[config.mk]
export PLATFORM = sky130hd
export DESIGN_NAME = atm_rx_cell_fmt
export DESIGN_NICKNAME = d
export VERILOG_FILES = /design/src/rtl/atm_rx_cell_fmt.sv
export SDC_FILE = /design/constraint.sdc
export NUM_CORES = 1
export LEC_CHECK = 0
export ABC_AREA = 1
export BUFFER_PORTS_ARGS = -buffer_cell sky130_fd_sc_hd__buf_2
export CELL_PAD_IN_SITES_DETAIL_PLACEMENT = 1
export CELL_PAD_IN_SITES_GLOBAL_PLACEMENT = 2
export CORE_MARGIN = 5
export CORE_UTILIZATION = 37
export DETAILED_ROUTE_END_ITERATION = 12
export GPL_TIMING_DRIVEN = 0
export PLACE_DENSITY = 0.75
export SLEW_MARGIN = 25
export SYNTH_ARGS = -nofsm -noshare
export SYNTH_HDL_FRONTEND = slang
export SYNTH_SLANG_ARGS = --single-unit
[constraint.sdc]
create_clock -name clk -period 3 [get_ports clk]
set_clock_uncertainty 0.05 [all_clocks]
set_input_delay 0.15 -clock clk [delete_from_list [all_inputs] [get_ports clk]]
set_output_delay 0.15 -clock clk [all_outputs]
set_load 0.005 [all_outputs]
[src/rtl/atm_rx_cell_fmt.sv]
module atm_rx_cell_fmt #(
  parameter int SLOT_LEN = 57,
  parameter int OVH_LEN  = 4,
  parameter int HDR_LEN  = 5,
  parameter int DEPTH    = 16,
  parameter logic [31:0] IDLE_HDR = 32'h0000_0001
) (
  input  logic       clk,
  input  logic       rst_n,
  input  logic       in_valid,
  input  logic [7:0] in_data,
  input  logic       in_sos,
  input  logic       in_discard,
  input  logic [1:0] mode,
  input  logic       utopia_sel,
  output logic       out_valid,
  output logic [7:0] out_data,
  output logic       out_sop,
  output logic       out_par
);
  localparam int PW = $clog2(SLOT_LEN);
  localparam int AW = $clog2(DEPTH);
  localparam logic [PW-1:0] LAST_P = PW'(SLOT_LEN - 1);
  localparam logic [PW-1:0] OVH_P  = PW'(OVH_LEN);
  localparam logic [PW-1:0] HEC_P  = PW'(OVH_LEN + HDR_LEN - 1);
  localparam logic [PW-1:0] PAY_P  = PW'(OVH_LEN + HDR_LEN);
  localparam logic [PW-1:0] IDL_P  = PW'(OVH_LEN + 3);

  logic [7:0]    mem_d [DEPTH];
  logic [PW-1:0] mem_p [DEPTH];
  logic [AW-1:0] mem_i [DEPTH];

  logic [AW:0]    wr_ptr, rd_ptr;
  logic           in_slot, idle_acc;
  logic [PW-1:0]  wpos, npos;
  logic [AW-1:0]  wid, nid, cid;
  logic [DEPTH-1:0] decided, keep;
  logic [1:0]     smode [DEPTH];

  logic accept, in_win;
  logic [7:0] idle_b;

  assign accept = in_valid && (in_sos || (in_slot && wpos != LAST_P));
  assign npos   = in_sos ? '0 : wpos + 1'b1;
  assign nid    = wid + 1'b1;
  assign cid    = in_sos ? nid : wid;
  assign in_win = npos >= OVH_P && npos <= IDL_P;
  assign idle_b = IDLE_HDR[8*(3 - int'(npos[1:0] - OVH_P[1:0])) +: 8];

  always_ff @(posedge clk) begin
    if (accept) begin
      mem_d[wr_ptr[AW-1:0]] <= in_data;
      mem_p[wr_ptr[AW-1:0]] <= npos;
      mem_i[wr_ptr[AW-1:0]] <= cid;
    end
  end

  always_ff @(posedge clk or negedge rst_n) begin
    if (!rst_n) begin
      wr_ptr   <= '0;
      in_slot  <= 1'b0;
      wpos     <= '0;
      wid      <= '0;
      idle_acc <= 1'b0;
      decided  <= '0;
      keep     <= '0;
      for (int i = 0; i < DEPTH; i++) smode[i] <= 2'b00;
    end else if (accept) begin
      wr_ptr <= wr_ptr + 1'b1;
      wpos   <= npos;
      if (in_sos) begin
        in_slot <= 1'b1;
        wid     <= nid;
        decided[nid] <= 1'b0;
        if (in_slot && !decided[wid]) begin
          decided[wid] <= 1'b1;
          keep[wid]    <= 1'b0;
        end
      end
      if (in_win)
        idle_acc <= (npos == OVH_P ? 1'b1 : idle_acc) && (in_data == idle_b);
      if (npos == HEC_P) begin
        decided[cid] <= 1'b1;
        keep[cid]    <= !idle_acc && !in_discard;
        smode[cid]   <= utopia_sel ? 2'b01 : mode;
      end
    end
  end

  logic [7:0]    r_d;
  logic [PW-1:0] r_p, r_fp;
  logic [AW-1:0] r_i;
  logic [1:0]    r_m;
  logic can_rd, r_sel;

  assign r_d = mem_d[rd_ptr[AW-1:0]];
  assign r_p = mem_p[rd_ptr[AW-1:0]];
  assign r_i = mem_i[rd_ptr[AW-1:0]];
  assign r_m = smode[r_i];
  assign can_rd = (rd_ptr != wr_ptr) && decided[r_i];

  always_comb begin
    case (r_m)
      2'b00:   r_fp = '0;
      2'b11:   r_fp = PAY_P;
      default: r_fp = OVH_P;
    endcase
  end

  assign r_sel = keep[r_i] && r_p >= r_fp && !(r_m == 2'b10 && r_p == HEC_P);

  always_ff @(posedge clk or negedge rst_n) begin
    if (!rst_n) begin
      rd_ptr    <= '0;
      out_valid <= 1'b0;
      out_data  <= '0;
      out_sop   <= 1'b0;
      out_par   <= 1'b1;
    end else begin
      out_valid <= can_rd && r_sel;
      if (can_rd) begin
        rd_ptr   <= rd_ptr + 1'b1;
        out_data <= r_d;
        out_sop  <= r_sel && r_p == r_fp;
        out_par  <= ~^r_d;
      end
    end
  end
endmodule

* Word-level counts from Yosys, hierarchy flattened
Memories as Yosys holds them, arrays and structs flattened.
Index checks and enable logic that the tools add are counted.
Widths: inputs -> output; s select.
** Operators by class
- $add $sub $neg :: 5
- Multipliers :: 0
- Divide/modulo/power cells :: 0
- Order comparisons :: 13
- Eq/ne operators :: 9
- Shifts and indexed selects :: 1
- Mux-type cells :: 34
- Bitwise operators :: 8
- Reduce and logical (&&, ||, !) cells :: 26
** Operators with widths (number)
- $mux 16 :: 8
- $and 16x16->16 :: 2
- $bwmux 32 :: 1
- $not 16->16 :: 2
- $or 16x16->16 :: 2
- $shiftx 32x6->8 const A :: 1
- $lt 4x5->1 const B :: 4
- $bwmux 16 :: 1
- $logic_and 1x1->1 :: 16
- $bmux 1 s4 :: 3
- $demux 1 s4 :: 3
- $eq 6x4->1 const B :: 2
- $ge 4x1->1 const B :: 3
- $add 5x1->5 const B :: 2
- $ge 5x5->1 const B :: 2
- $not 4->5 :: 2
- $mux 1 :: 9
- $bmux 2 s4 :: 1
- $demux 2 s4 :: 1
- $eq 8x8->1 :: 1
- $mux 2 :: 4
- $pmux 4 s2 :: 1
- $reduce_xnor 8->1 :: 1
- $add 6x1->6 const B :: 1
- 17 further kinds :: 23
** Word-level totals
- Register bits :: 97
- Latch bits :: 0
- Memory bits (writable) :: 288
- Bits in read-only memories :: 0
- Output and inout bits :: 11
- Word-level logic and storage cells :: 127
- Memories :: 3
** Memory list
- mem_d :: words 16, width 8, rd ports 1, clocked after Yosys merged registers in 0, wr ports 1, RTL line 29 : logic [7:0] mem_d [DEPTH];
- mem_p :: words 16, width 6, rd ports 1, clocked after Yosys merged registers in 0, wr ports 1, RTL line 30 : logic [PW-1:0] mem_p [DEPTH];
- mem_i :: words 16, width 4, rd ports 1, clocked after Yosys merged registers in 0, wr ports 1, RTL line 31 : logic [AW-1:0] mem_i [DEPTH];

* Logic depth before layout (Yosys ltp)
- Depth in word-level cells :: 13
- Mapped depth :: 29
- Mapped depth without buffers :: 26

* Worst setup path before layout
Ideal clock, no wire load.
- Kind :: register to register
- Start :: register wpos[0]
- End :: memory mem_d[11][0] (enable)
- Setup time :: 0.416 ns
- Arrival :: 2.598 ns
- Data required time :: 2.534 ns
- Path slack :: -0.063 ns
- Stages on the path, launching flop included :: 10
- Clock period less this slack :: 3.063 ns
- Cell sequence :: dfrtp_1 inv_1 ha_1 nand2_1 nor2_1 nor3_1 nor2_1 clkbuf_1 clkbuf_1 nor3_1
** Between the ends
- Longest elaborated chain between the ends :: 6
** Ends and longest elaborated chain
- start: declaration :: RTL line 35 : logic [PW-1:0] wpos, npos;
- start signal: assignment :: RTL line 70 : wpos <= npos;
- $ne 6x6->1 :: RTL line 43 : assign accept = in_valid && (in_sos || (in_slot && wpos != LAST_P));
- $logic_and 1x1->1 :: RTL line 43
- $logic_or 1x1->1 :: RTL line 43
- $logic_and 1x1->1 :: RTL line 43
- $mux 1 :: RTL line 51 : if (accept) begin
- $mux 1 (not written as such) :: RTL line 52 : mem_d[wr_ptr[AW-1:0]] <= in_data;
- end: declaration :: RTL line 29
No other way between the ends.

* Worst setup path in the final report
- Start :: register rd_ptr[0]
- End :: register out_sop
** Between the ends
- Longest elaborated chain between the ends :: 11
- Elaborated cells between the ends (all ways) :: 24
- Those cells by class :: order compare: 1; eq/ne: 5; mux: 8; bitwise: 1; reduce/logical: 7; memory: 2
** Ends and longest elaborated chain
- start: declaration :: RTL line 33 : logic [AW:0] wr_ptr, rd_ptr;
- start signal: assignment :: RTL line 122 : rd_ptr <= rd_ptr + 1'b1;
- $mem_v2 16x4
- $not 4->5 (not written as such) :: RTL line 99 : assign r_m = smode[r_i];
- $bmux 2 s4 :: RTL line 99
- $mux 2 (not written as such) (2 in a row) :: RTL line 99
- $eq 2x2->1 or $logic_not 2->1 (tied branches) :: RTL line 103 : case (r_m)
- $pmux 4 s2 :: RTL line 103
- $ge 6x6->1 :: RTL line 110 : assign r_sel = keep[r_i] && r_p >= r_fp && !(r_m == 2'b10 && r_p == HEC_P);
- $logic_and 1x1->1 (2 in a row) :: RTL line 110
- $logic_and 1x1->1 :: RTL line 124 : out_sop <= r_sel && r_p == r_fp;
- end signal: assignment :: RTL line 124
- end: declaration :: RTL line 18 : output logic out_sop,
Parallel ways exist; a longest one is shown, timed or not. The select of a mux whose other input is x is not followed.
A chain may end at the register's enable or synchronous reset.

==> out/results.ini <==
[critical_path]
slowest_delay_ps = 370
reg2reg_from = rd_ptr[0]
critPathArrivalTime_ps = 3760
worstSetupStartpointType = register
cp_slowest_cell = dfrtp_1
worstPathRequired_ps = 3450
r2r_setup_slack_ps = -310
r2r_cells = 27
rr_endpoint = out_sop
crit_top_cell = nand3_2
crit_fanout = 6
endpoint_kind = register
critPathKind = register to register

[timing]
setup_viol = 2
fin_crit_sh_pct = 110.2
period_needed_ps = 3307
max_freq_ghz = 0.3024
tightest_slew_ps = 959.4
holdWs_ps = 16.00
fin_ws_ps = -307.3
hold_viol = 0
setup_tns_ps = -600.7
maxSlewHeadroom_pct = 36.04
rsz0062_at_grt = yes
drv_slew = 0

[run_status]
status = finished, violations left
violations = setup timing

[finish]
instances_no_fill = 2551
final_cell_mix = 374 x nand2_1, 288 x edfxtp_1, 204 x nor2_1
design_area_sq_um = 21550
final_common_cell = nand2_1
drive_gt1_share_pct = 18.42
syn_to_final_growth_pct = 24.54
fill_cells = 5078
antenna_cells = 0
finalNetCount = 1943

[floorplanning]
fp-row-count = 79
core-area_sq_um = 46360
dieArea_sq_um = 51190
die_x_um = 226.3
die_h_um = 226.3
start_util_pct = 37.32
ios = 27

[power_and_ir_drop]
power_frac_seq_pct = 29.4
p_int_mw = 13.98
power.leakage_nw = 8.481
p_sw_share_pct = 41.93
pwr-share-clk_pct = 22.3
power.total_mw = 24.08
power_switching_mw = 10.10
power_density_nw_per_um2 = 1117
p_comb_share_pct = 48.3
ir_drop_v = 0.0005921

[global_route]
grt_overflow = 0
grt_start_max_net_pins = 53
track_usage_pct = 23.52
antenna_found_initial = 0
grt_pass1_vias = 14350
grt_first_pass_wirelength_mm = 90.03

[cts]
clk_latency_ps = 570
cts.path.max_buffers = 3
htree_levels = 2
cts_buffers = 44
clock-sinks = 385
root_buffer = clkbuf_16
cts_tree = built
clk_pin_slew_ps = 60

[worst_hold_path]
whs_path_depth = 4
holdCritPathClass = input port to register
worstHoldStart = utopia_sel
hold_end = smode[11]

[placed_design]
place_inst = 2404
placed_cell_area_sq_um = 18830
portBuffers = 26
hpwlAfterDp_mm = 39.85
place.gp.congestion = 0.8554

[route]
drt-pass1-iter-count = 5
wl_mm = 60.06
antenna_left = 0
drtIter0Drc = 1016
viasPerCell = 5.333
wire_per_inst_um = 23.54
drc = 0
vias = 13600

[logic_synthesis]
synth_top_area_share_pct = 49.98
yosysWarningCount = 0
seq_area_frac_synth_pct = 64.02
syn_area_sq_um = 17300
synth.top_cells.by_area = edfxtp_1 50%, dfrtp_1 14%, nand2_1 8.7%
synth_area_per_cell_sq_um = 9.899
synth-seq-cells = 385
yosysTopAreaCell = edfxtp_1
syn_nets = 1780
ys_types = 40
netlist_instances = 1748

[run]
maxCapViolations = 0

==> metrics by stage <==
| stage | worst slack (ps) | utilization (%) |
|---|---|---|
| final | -307.3 | 46.48 |
| after global routing | -490.2 | 46.48 |
| after CTS | -332.2 | 45.65 |
| after detailed placement | -1023 | 40.63 |
| after global placement | -2551 | 39.29 |
| after floorplan | -63.29 | - |
==> synthesized netlist by cell type <==
master and n:
nand2_1 400, edfxtp_1 288, nor2_1 229, o21ai_0 192
nand3_1 170, inv_1 139, dfrtp_1 96, buf_2 32
clkbuf_1 27, nor3_1 23, o22ai_1 22, o211ai_1 17
ha_1 16, a21oi_1 15, buf_6 11, o21ai_1 11
xor2_1 9, buf_4 8, inv_2 5, a31oi_1 3
o221ai_1 3, o31ai_1 3, xnor2_1 3, a221oi_1 2
a22oi_1 2, a32o_1 2, a41oi_1 2, clkinv_1 2
nand4_1 2, nor2_2 2, nor2_4 2, nor4_1 2
buf_1 1, clkbuf_2 1, dfstp_2 1, inv_4 1
o21bai_1 1, o21bai_2 1, or2_2 1, or3_1 1
==> cell families (layout without fill, tap and decap cells) <==
group | Yosys count | count (layout) | synth area share, %
and+or+nand+nor | 832 | 832 | 19.65
xor gates and xnor gates | 12 | 12 | 0.6075
adders and majority gates | 16 | 16 | 1.157
DFF | 385 | 385 | 64.02
buffers and inverters | 227 | 422 | 5.828
AOI/OAI and AO/OA | 276 | 277 | 8.742
==> worst max-delay path, delay by kind of cell, from the launching register on <==
kind / cells / cell delay, ps
AOI/OAI and AO/OA: 2 / 350
adders and majority gates: 2 / 510
buffers and inverters: 9 / 890
DFF: 1 / 370
and+or+nand+nor: 14 / 1040
==> what timing repair did <==
item | 4_1_cts | 5_1_grt
hold endpoints to repair | 247 | 0
pin swaps | 38 | 31
gates cloned | 6 | 0
buffers inserted | 31 | 20
setup endpoints to repair | 281 | 214
resized for setup | 115 | 79
hold buffers | 15 | 0
==> worst max path at each step <==
stage | from | end | slack [ps] | cells after the start
3_5_place_dp | rd_ptr[3] | out_sop | -1020 | 26
5_1_grt | rd_ptr[0] | out_sop | -490 | 28
6_report | rd_ptr[0] | out_sop | -310 | 27
2_1_floorplan | wpos[0] | mem_d[11][0] | -60 | 9
4_1_cts | rd_ptr[0] | out_sop | -330 | 28
3_3_place_gp | wpos[0] | mem_d[11][1] | -2550 | 9
==> sequential cells by signal, indices dropped and copies added, names as in the netlist, 4 cells and up <==
signal,count
wpos,6
rd_ptr,5
smode,32
keep,16
mem_i,64
wr_ptr,5
mem_p,96
out_data,8
wid,4
mem_d,128
decided,16
==> power groups by stage <==
stage               registers [mW]  clock network [mW]  logic [mW]
floorplan                     7.05                   0        5.72
global placement              7.17                   0        8.83
detailed placement            7.17                   0        9.43
CTS                           7.07                5.45        11.0
global route                  7.14                5.68        12.7
finish                        7.07                5.37        11.6
==> cell type report <==
cell class	count	area [sq um]	area share [%]
inverters	147	585.6	2.717
multi-input cells	1137	5807	26.95
flip-flops and latches	385	11080	51.40
well taps	607	759.5	3.524
plain buffers	76	584.3	2.711
clock buffers	61	1206	5.597
repair buffers	120	1334	6.189
clock inverters	18	196.4	0.9116
==> layer usage <==
| metal | wire length (um) | up-vias | track usage (%) |
|---|---|---|---|
| met5 | 0 | - | 0 |
| met1 | 25310 | 6866 | 29.97 |
| li1 | - | 6286 | - |
| met4 | 2001 | 0 | 7.530 |
| met2 | 29990 | 344 | 41.17 |
| met3 | 2762 | 108 | 3.858 |
Note: power is estimated with default switching activity, not from simulation.
